--- config.mk ---
export PLATFORM = sky130hd
export DESIGN_NAME = tx_burst_seq
export DESIGN_NICKNAME = d
export VERILOG_FILES = /design/src/rtl/tbs_pkg.sv /design/src/rtl/tbs_cfg_reg.sv /design/src/rtl/tbs_planner.sv /design/src/rtl/tbs_tracker.sv /design/src/rtl/tx_burst_seq.sv
export SDC_FILE = /design/constraint.sdc
export NUM_CORES = 1
export LEC_CHECK = 0
export ABC_AREA = 1
export BUFFER_PORTS_ARGS = -buffer_cell sky130_fd_sc_hd__buf_2
export CAP_MARGIN = 40
export CORE_MARGIN = 8
export CORE_UTILIZATION = 55
export CTS_BUF_LIST = sky130_fd_sc_hd__clkbuf_4
export CTS_CLUSTER_SIZE = 28
export DETAILED_ROUTE_END_ITERATION = 6
export PLACE_DENSITY_LB_ADDON = 0.3
export RECOVER_POWER = 100
export SLEW_MARGIN = 10
export SYNTH_ARGS = -nofsm -noshare
export SYNTH_HDL_FRONTEND = slang
export SYNTH_HIERARCHICAL = 1
export SYNTH_SLANG_ARGS = --single-unit
--- constraint.sdc ---
create_clock -name clk -period 4.55 [get_ports clk]
set_input_delay 0.91 -clock clk [delete_from_list [all_inputs] [get_ports clk]]
set_output_delay 0.91 -clock clk [all_outputs]
set_load 0.01 [all_outputs]
--- src/rtl/tbs_pkg.sv ---
package tbs_pkg;

  localparam logic [3:0] CMD_MEM_WRITE = 4'b0111;
  localparam logic [3:0] BE_ALL_LANES  = 4'b1111;
  localparam logic [3:0] BE_LOW_LANES  = 4'b0011;

  typedef enum logic [1:0] {
    ST_IDLE,
    ST_ISSUE,
    ST_REQ,
    ST_RESP
  } seq_state_t;

  typedef struct packed {
    logic [3:0] cmd;
    logic [2:0] burst;
    logic       word_only;
    logic       addr_hold;
  } seq_cfg_t;

  // Beats in a full burst; the zero code selects the largest burst.
  function automatic logic [3:0] burst_beats(input logic [2:0] field);
    return (field == 3'd0) ? 4'd8 : {1'b0, field};
  endfunction

  // Bytes moved by a number of 4-byte beats.
  function automatic logic [5:0] beats_to_bytes(input logic [3:0] beats);
    return {beats, 2'b00};
  endfunction

  function automatic logic [3:0] lane_mask(input logic word_only);
    return word_only ? BE_LOW_LANES : BE_ALL_LANES;
  endfunction

endpackage

--- src/rtl/tbs_cfg_reg.sv ---
module tbs_cfg_reg
  import tbs_pkg::*;
(
  input  logic       clk,
  input  logic       rst_n,
  input  logic       cfg_we,
  input  logic [3:0] cfg_cmd,
  input  logic [2:0] cfg_burst,
  input  logic       cfg_word_only,
  input  logic       cfg_addr_hold,
  output seq_cfg_t   cfg
);

  always_ff @(posedge clk) begin
    if (!rst_n) begin
      cfg.cmd       <= CMD_MEM_WRITE;
      cfg.burst     <= 3'd0;
      cfg.word_only <= 1'b0;
      cfg.addr_hold <= 1'b0;
    end else if (cfg_we) begin
      cfg.cmd       <= cfg_cmd;
      cfg.burst     <= cfg_burst;
      cfg.word_only <= cfg_word_only;
      cfg.addr_hold <= cfg_addr_hold;
    end
  end

endmodule

--- src/rtl/tbs_planner.sv ---
module tbs_planner
  import tbs_pkg::*;
#(
  parameter int LEN_W = 16,
  parameter int LVL_W = 10
) (
  input  logic [2:0]       burst_field,
  input  logic [LEN_W-1:0] rem_bytes,
  input  logic [LVL_W-1:0] fifo_level,
  output logic [3:0]       plan_beats,
  output logic             plan_ready
);

  logic [3:0] full_beats;
  logic [5:0] full_bytes;
  logic [5:0] need_bytes;
  logic       tail_short;

  always_comb begin
    full_beats = burst_beats(burst_field);
    full_bytes = beats_to_bytes(full_beats);
    tail_short = rem_bytes < LEN_W'(full_bytes);
    plan_beats = tail_short ? 4'd1 : full_beats;
    need_bytes = beats_to_bytes(plan_beats);
    plan_ready = fifo_level >= LVL_W'(need_bytes);
  end

endmodule

--- src/rtl/tbs_tracker.sv ---
module tbs_tracker
  import tbs_pkg::*;
#(
  parameter int ADDR_W = 32,
  parameter int LEN_W  = 16
) (
  input  logic              clk,
  input  logic              rst_n,
  input  logic              load,
  input  logic [ADDR_W-1:0] load_addr,
  input  logic [LEN_W-1:0]  load_len,
  input  logic              step,
  input  logic [3:0]        step_beats,
  input  logic              hold,
  output logic [ADDR_W-1:0] cur_addr,
  output logic [LEN_W-1:0]  rem_bytes,
  output logic              rem_clears
);

  logic [LEN_W-1:0] step_len;

  assign step_len   = LEN_W'(beats_to_bytes(step_beats));
  assign rem_clears = (rem_bytes == step_len);

  always_ff @(posedge clk) begin
    if (!rst_n) begin
      cur_addr  <= '0;
      rem_bytes <= '0;
    end else if (load) begin
      cur_addr  <= load_addr;
      rem_bytes <= load_len;
    end else if (step) begin
      rem_bytes <= rem_bytes - step_len;
      if (!hold) cur_addr <= cur_addr + ADDR_W'(beats_to_bytes(step_beats));
    end
  end

endmodule

--- src/rtl/tx_burst_seq.sv ---
module tx_burst_seq
  import tbs_pkg::*;
#(
  parameter int ADDR_W = 32,
  parameter int LEN_W  = 16,
  parameter int LVL_W  = 10
) (
  input  logic              clk,
  input  logic              rst_n,
  input  logic              cfg_we,
  input  logic [3:0]        cfg_cmd,
  input  logic [2:0]        cfg_burst,
  input  logic              cfg_word_only,
  input  logic              cfg_addr_hold,
  input  logic              pkt_start,
  input  logic [ADDR_W-1:0] pkt_addr,
  input  logic [LEN_W-1:0]  pkt_len,
  input  logic [LVL_W-1:0]  fifo_level,
  output logic              req_valid,
  output logic [3:0]        req_cmd,
  output logic [ADDR_W-1:0] req_addr,
  output logic [3:0]        req_beats,
  output logic [3:0]        req_be,
  input  logic              req_accept,
  input  logic              resp_valid,
  input  logic [3:0]        resp_beats,
  output logic              pkt_done,
  output logic              busy
);

  seq_cfg_t          cfg;
  seq_state_t        state, state_nx;
  logic [ADDR_W-1:0] cur_addr;
  logic [LEN_W-1:0]  rem_bytes;
  logic              rem_clears;
  logic [3:0]        plan_beats;
  logic              plan_ready;
  logic              req_hold_q;

  // Named internal events
  logic start_take, start_empty, start_load;
  logic issue_go, accept_take, resp_take, last_ack;

  tbs_cfg_reg u_cfg (
    .clk           (clk),
    .rst_n         (rst_n),
    .cfg_we        (cfg_we),
    .cfg_cmd       (cfg_cmd),
    .cfg_burst     (cfg_burst),
    .cfg_word_only (cfg_word_only),
    .cfg_addr_hold (cfg_addr_hold),
    .cfg           (cfg)
  );

  tbs_planner #(.LEN_W(LEN_W), .LVL_W(LVL_W)) u_plan (
    .burst_field (cfg.burst),
    .rem_bytes   (rem_bytes),
    .fifo_level  (fifo_level),
    .plan_beats  (plan_beats),
    .plan_ready  (plan_ready)
  );

  tbs_tracker #(.ADDR_W(ADDR_W), .LEN_W(LEN_W)) u_trk (
    .clk        (clk),
    .rst_n      (rst_n),
    .load       (start_load),
    .load_addr  (pkt_addr),
    .load_len   (pkt_len),
    .step       (resp_take),
    .step_beats (resp_beats),
    .hold       (req_hold_q),
    .cur_addr   (cur_addr),
    .rem_bytes  (rem_bytes),
    .rem_clears (rem_clears)
  );

  assign start_take  = (state == ST_IDLE) && pkt_start;
  assign start_empty = (pkt_len == '0);
  assign start_load  = start_take && !start_empty;
  assign issue_go    = (state == ST_ISSUE) && plan_ready;
  assign accept_take = (state == ST_REQ) && req_accept;
  assign resp_take   = (state == ST_RESP) && resp_valid;
  assign last_ack    = resp_take && rem_clears;

  always_comb begin
    state_nx = state;
    unique case (state)
      ST_IDLE:  if (start_load)  state_nx = ST_ISSUE;
      ST_ISSUE: if (issue_go)    state_nx = ST_REQ;
      ST_REQ:   if (accept_take) state_nx = ST_RESP;
      ST_RESP:  if (resp_take)   state_nx = last_ack ? ST_IDLE : ST_ISSUE;
      default:                   state_nx = ST_IDLE;
    endcase
  end

  always_ff @(posedge clk) begin
    if (!rst_n) begin
      state      <= ST_IDLE;
      pkt_done   <= 1'b0;
      req_cmd    <= '0;
      req_addr   <= '0;
      req_beats  <= '0;
      req_be     <= '0;
      req_hold_q <= 1'b0;
    end else begin
      state    <= state_nx;
      pkt_done <= (start_take && start_empty) || last_ack;
      if (issue_go) begin
        req_cmd    <= cfg.cmd;
        req_addr   <= cur_addr;
        req_beats  <= plan_beats;
        req_be     <= lane_mask(cfg.word_only);
        req_hold_q <= cfg.addr_hold;
      end
    end
  end

  assign req_valid = (state == ST_REQ);
  assign busy      = (state != ST_IDLE);

endmodule

* Yosys cells after proc, flatten, opt, wreduce, memory -nomap -nowiden
Cells that the tools add are included.
** Word-level totals
- Register bits :: 105
- Bits in latches :: 0
- Memory bits (writable) :: 0
- Memory bits (read-only) :: 0
- Bits of input ports :: 77
- Output and inout port bits :: 47
- Word-level logic and storage cells :: 56
- Memories kept :: 0
** Operators by class
- Add/sub/neg operators :: 2
- $mul :: 0
- Div/mod/pow operators :: 0
- Order comparisons :: 2
- Equality and inequality tests :: 9
- Shift operators :: 0
- Multiplexer cells :: 14
- Bitwise gates (word level) :: 0
- Reduce and logical (&&, ||, !) cells :: 16
** Operators by type and width (number)
- $mux W32 :: 3
- $add A32 B6 Y32 :: 1
- $mux W16 :: 2
- $eq A16 B6 Y1 :: 1
- $logic_not A16 Y1 :: 1
- $lt A16 B6 Y1 :: 1
- $sub A16 B6 Y16 :: 1
- $mux W4 :: 3
- $ge A10 B6 Y1 :: 1
- $mux W2 :: 4
- $pmux W2 S4 :: 1
- $logic_and A1 B1 Y1 :: 7
- $ne A2 B2 Y1 const B :: 3
- $eq A2 B2 Y1 const B :: 2
- $ne A2 B1 Y1 const B :: 2
- $reduce_and A4 Y1 :: 1
- $reduce_bool A2 Y1 :: 2
- $logic_not A3 Y1 :: 1
- $eq A2 B1 Y1 const B :: 1
- $logic_not A2 Y1 :: 1
- $reduce_and A2 Y1 :: 1
- $logic_not A1 Y1 :: 1
- $logic_or A1 B1 Y1 :: 1
- $mux W1 :: 1

* Logic depth before layout (Yosys ltp)
- Depth in word-level cells :: 8
- Gate-level depth with buffers :: 19

* Cells and area by module
Netlist, hierarchy kept.
** By module, submodules not included
- tbs_tracker :: instances 1, cells each 536, area each 3321.9 um^2, sequential area each 960.9 um^2
- tx_burst_seq :: instances 1, cells each 241, area each 1819.2 um^2, sequential area each 920.9 um^2
- tbs_cfg_reg :: instances 1, cells each 52, area each 366.6 um^2, sequential area each 180.2 um^2
- tbs_planner :: instances 1, cells each 61, area each 324.1 um^2, sequential area each 0.0 um^2

* Least setup slack after synthesis
No wires, ideal clock.
- Kind :: reg-to-reg
- Start :: register, netlist name u_cfg/cfg[4]
- End :: register req_hold_q
- Arrival time :: 2.377 ns
- Path slack :: 2.059 ns
- Stages on the path, launching flop included :: 19
- Buffers on the path :: 1
- Clock period less this slack :: 2.491 ns
- Cell sequence :: dfxtp_1 > nor3_1 > inv_1 > ha_1 > nand2_1 > inv_1 > nor3_2 > nand3_2 > nand2_1 > ha_1 > nand2_1 > nand2_1 > nor4_1 > nand2_1 > nand2_1 > inv_2 > buf_4 > nor2_1 > nor2_1
** On the way
- Longest elaborated chain between the ends :: 6
** RTL lines
- $logic_not A3 Y1 :: RTL line tbs_pkg.sv:23 : return (field == 3'd0) ? 4'd8 : {1'b0, field};
- $mux W4 (*) :: RTL line tbs_pkg.sv:23
- $lt A16 B6 Y1 :: RTL line tbs_planner.sv:22 : tail_short = rem_bytes < LEN_W'(full_bytes);
- $mux W4 (*) :: RTL line tbs_planner.sv:23 : plan_beats = tail_short ? 4'd1 : full_beats;
- $ge A10 B6 Y1 (*) :: RTL line tbs_planner.sv:25 : plan_ready = fifo_level >= LVL_W'(need_bytes);
- named net plan_ready :: RTL line tx_burst_seq.sv:37 : logic plan_ready;
- $logic_and A1 B1 Y1 (*) :: RTL line tx_burst_seq.sv:80 : assign issue_go = (state == ST_ISSUE) && plan_ready;
- end signal: assignment :: RTL line tx_burst_seq.sv:113 : req_hold_q <= cfg.addr_hold;
- end: declaration :: RTL line tx_burst_seq.sv:38 : logic req_hold_q;
Mark *: on every way through the listed nets, which the timed path passes. The rest lies on a longest branch.
A chain may end at the register's enable or synchronous reset.

* Worst setup path after layout
- Start :: register state[0]
- End :: register u_trk.cur_addr[4]
** On the way
- Longest elaborated chain between the ends :: 5
** RTL lines
- start: declaration :: RTL line tx_burst_seq.sv:32 : seq_state_t state, state_nx;
- start signal: assignment :: RTL line tx_burst_seq.sv:106 : state <= state_nx;
- $logic_not A2 Y1 (*) :: RTL line tx_burst_seq.sv:77 : assign start_take = (state == ST_IDLE) && pkt_start;
- $logic_and A1 B1 Y1 (*) :: RTL line tx_burst_seq.sv:77
- $logic_and A1 B1 Y1 (*) :: RTL line tx_burst_seq.sv:79 : assign start_load = start_take && !start_empty;
- named net start_load :: RTL line tx_burst_seq.sv:41 : logic start_take, start_empty, start_load;
- $ne A2 B1 Y1 (no source line) / $reduce_bool A2 Y1 (equally long branches)
- $reduce_and A2 Y1 (no source line)
- end signal: assignment :: RTL line tbs_tracker.sv:30 : cur_addr <= load_addr;
- end signal: assignment :: RTL line tbs_tracker.sv:34 : if (!hold) cur_addr <= cur_addr + ADDR_W'(beats_to_bytes(step_beats));
- end: declaration :: RTL line tbs_tracker.sv:15 : output logic [ADDR_W-1:0] cur_addr,
Marked as above.

==> reports/qor.yml <==
flow_run:
  cap_violations: 1
logic_synthesis:
  synthTopCellsByArea: "dfxtp_1, nand2_1, nor2_1"
  synth.avg_cell_area_um2: 6.553
  syn_area_mm2: 0.005832
  syn_inst: 890
  synth_cell_type_count: 40
  async_flop_share_pct: 0
  synth_seq_cells: 103
  yosysSeqAreaShare_pct: 35.36
  yosysTopAreaCell: "dfxtp_1"
  synth_flop_cell: "dfxtp_1"
  synth_top_area_share_pct: 35.36
  syn-num-nets: 989
  synth_edf_count: 0
  yosysWarnings: 6
finish:
  area_delta_synth_final_pct: 11.26
  fillers: 1072
  insertedDiodeCount: 0
  seqCellArea_mm2: 0.002062
  nets: 1092
  fin_util_pct: 62.85
  multiInputGateArea_mm2: 0.003218
  drive_above_1_share_pct: 12.83
setup_path:
  rr_worst_depth: 13
  startpoint_type: "flop"
  critPathMaxFanout: 24
  worstReg2RegStart: "state[0]"
  path_class: "reg -> reg"
  r2r-end: "u_trk/cur_addr[4]"
  rrSetupSlack_ns: 0.92
  worstPathRequired_ns: 4.97
  crit_arrival_ns: 4.05
  end_kind: "flop"
clock_tree:
  clock-sinks: 103
  cts.repair.resized: 0
  clockBufferDepth: 2
  post-cts-setup-buffer-count: 0
  clock_tree.root_cell: "clkbuf_4"
  holdBufCountCts: 0
  clkTransAtPathRegs_ns: 0.17
  cts_tree: "yes"
  numCtsBuffers: 9
  htreeDepth: 3
  clk_latency_ns: 0.47
timing:
  fin_crit_ns: 3.631
  finalHoldViolCount: 0
  worst_pin_slew_ns: 2.596
  min_period_over_period_pct: 79.79
  fmax_ghz: 0.2754
  final_max_slew_viol_count: 64
  relSlewSlack_pct: -73.04
  fin_skew_ns: 0.02182
  setup_viol: 0
  fin_tns_setup_ns: 0
  rsz0062_at_grt: "no"
min_path:
  hold_start: "u_cfg/cfg[1]"
  hold_path_depth: 1
  min-delay-path-class: "reg -> reg"
  hold-path-endpoint: "req_be[2]"
status:
  failed_checks: "max-capacitance violations, max-slew violations"
  status: "finished with violations"
route:
  viasPerCell: 5.251
  wl_per_cell_um: 14.29
  dr.pass1.iters: 6
  drc: 0
  ant_nets: 0
  drt_iter0_markers: 448
  vias: 5955
  routed_wl_mm: 16.21
floorplan:
  num_io_pins: 124
  fp.coreArea_mm2: 0.01032
  initial_core_util_pct: 56.49
  dieHeight_um: 119.0
  die_x_um: 119.0
  design.die.area_mm2: 0.01415
  rows: 37
power_and_ir_drop:
  leakage_nw: 2.847
  powerDensity_mw_per_mm2: 512.5
  max-vdd-ir-drop_uv: 584.8
global_routing:
  grt_pass1_vias: 5583
  grt_max_degree: 64
  antenna_found_initial: 2
  grt.overflow.total: 0
  grt_first_pass_wirelength_mm: 26.68
  grtUsageTotal_pct: 22.52
placement:
  place_congestion: 0.9119
  numPortBuffers: 123
  hpwl_mm: 11.89
-- through the flow --
stage / instance area (µm²) / std cells / worst slack (ns) / hold WS (ns) / total power [W]
2_1_floorplan: 5832 / 890 / 2.059 / 0.4069 / 0.002475
5_1_grt: 6489 / 1134 / 0.5931 / 0.4682 / 0.003611
3_5_place_dp: 6451 / 1118 / 1.392 / 0.4269 / 0.002925
4_1_cts: 6579 / 1134 / 1.523 / 0.4503 / 0.003377
3_3_place_gp: 6451 / 1118 / 1.455 / 0.4228 / 0.002895
6_report: 6489 / 1134 / 0.9194 / 0.4448 / 0.003326
-- logic make-up after synthesis --
kind of cell | count (synthesis) | synth area share, %
compound gates | 150 | 14.27
xor+xnor | 11 | 1.652
fa+ha+maj | 22 | 4.978
buf+inv | 122 | 9.075
flops | 103 | 35.36
simple gates | 482 | 34.67
-- cell usage after synthesis (2+ instances only) --
library cell and instances:
o21ai_0 32, xor2_1 9, inv_2 6, nor4_1 3
inv_1 79, nand3b_1 3, nand3_1 44, a22oi_1 8
buf_2 13, nand2_1 205, nor2_1 181, nand4_1 10
dfxtp_1 103, buf_6 3, nand2_2 7, clkbuf_1 12
or2_2 3, a31oi_1 11, ha_1 20, o21ai_1 44
nor2_2 14, buf_4 8, a22o_1 2, fa_1 2
nor3_1 5, xnor2_1 2, nor3_2 2, o21ai_2 3
a21oi_1 45
-- layout by cell type (no fill, tap or decap), drive strengths merged, types with 4 or more instances in the layout --
cell type / instances
dfxtp: 103
ha: 20
inv: 87
nor3: 7
or2: 4
clkbuf: 59
nand3: 45
xor2: 9
nor2: 197
nand2: 212
a21oi: 46
o21ai: 79
a31oi: 11
a22oi: 8
buf: 79
nand4: 10
-- worst max-delay path by stage --
stage	start	end	slack, ns
2_1_floorplan	u_cfg/cfg[4]	req_hold_q	2.06
6_report	state[0]	u_trk/cur_addr[4]	0.92
3_3_place_gp	pkt_len[0]	u_trk/cur_addr[4]	1.46
5_1_grt	u_cfg/cfg[4]	req_addr[22]	0.59
3_5_place_dp	pkt_len[0]	u_trk/cur_addr[4]	1.39
4_1_cts	u_cfg/cfg[2]	req_be[2]	1.52
-- registers in the layout (all words and copies together), names as in the netlist --
| name | cells |
|---|---|
| pkt_done | 1 |
| req_addr | 32 |
| req_be | 2 |
| req_beats | 4 |
| req_cmd | 4 |
| req_hold_q | 1 |
| state | 2 |
| u_cfg/cfg | 9 |
| u_trk/cur_addr | 32 |
| u_trk/rem_bytes | 16 |
-- worst max-delay path, cell delays in order, from the launching register on --
cell and delay, ns:
dfxtp_1 0.46, inv_1 0.12, ha_1 0.26, nand2_1 0.07
inv_1 0.05, nand2_1 0.11, inv_1 0.31, nor2_1 0.54
clkinvlp_2 0.51, nor2_8 0.38, inv_1 0.30, o311ai_2 0.28
nand2_1 0.07, inv_1 0.11
-- cell type report --
cell class | instances | share of cell area (%)
inverter | 86 | 4.994
clock inverter | 6 | 0.8099
timing repair buffer | 128 | 9.044
clock buffer | 10 | 1.157
multi-input combinational | 665 | 49.60
tap | 136 | 2.622
sequential | 103 | 31.78
-- report_power, final --
part	total [W]	internal, W	switching [W]
Clock	0.000462	0.000126	0.000335
Sequential	0.00134	0.00114	0.000196
Combinational	0.00153	0.000530	0.000996
-- metal layers --
metal | global-route usage (%) | share of wire (%) | vias to the layer above
li1 | - | - | 3053
met1 | 27.32 | 44 | 2670
met2 | 38.15 | 47 | 198
met3 | 6.708 | 7.5 | 30
met4 | 5.771 | 1.8 | 4
met5 | 0 | 0.14 | -
Note: power is estimated with default switching activity, not from simulation.
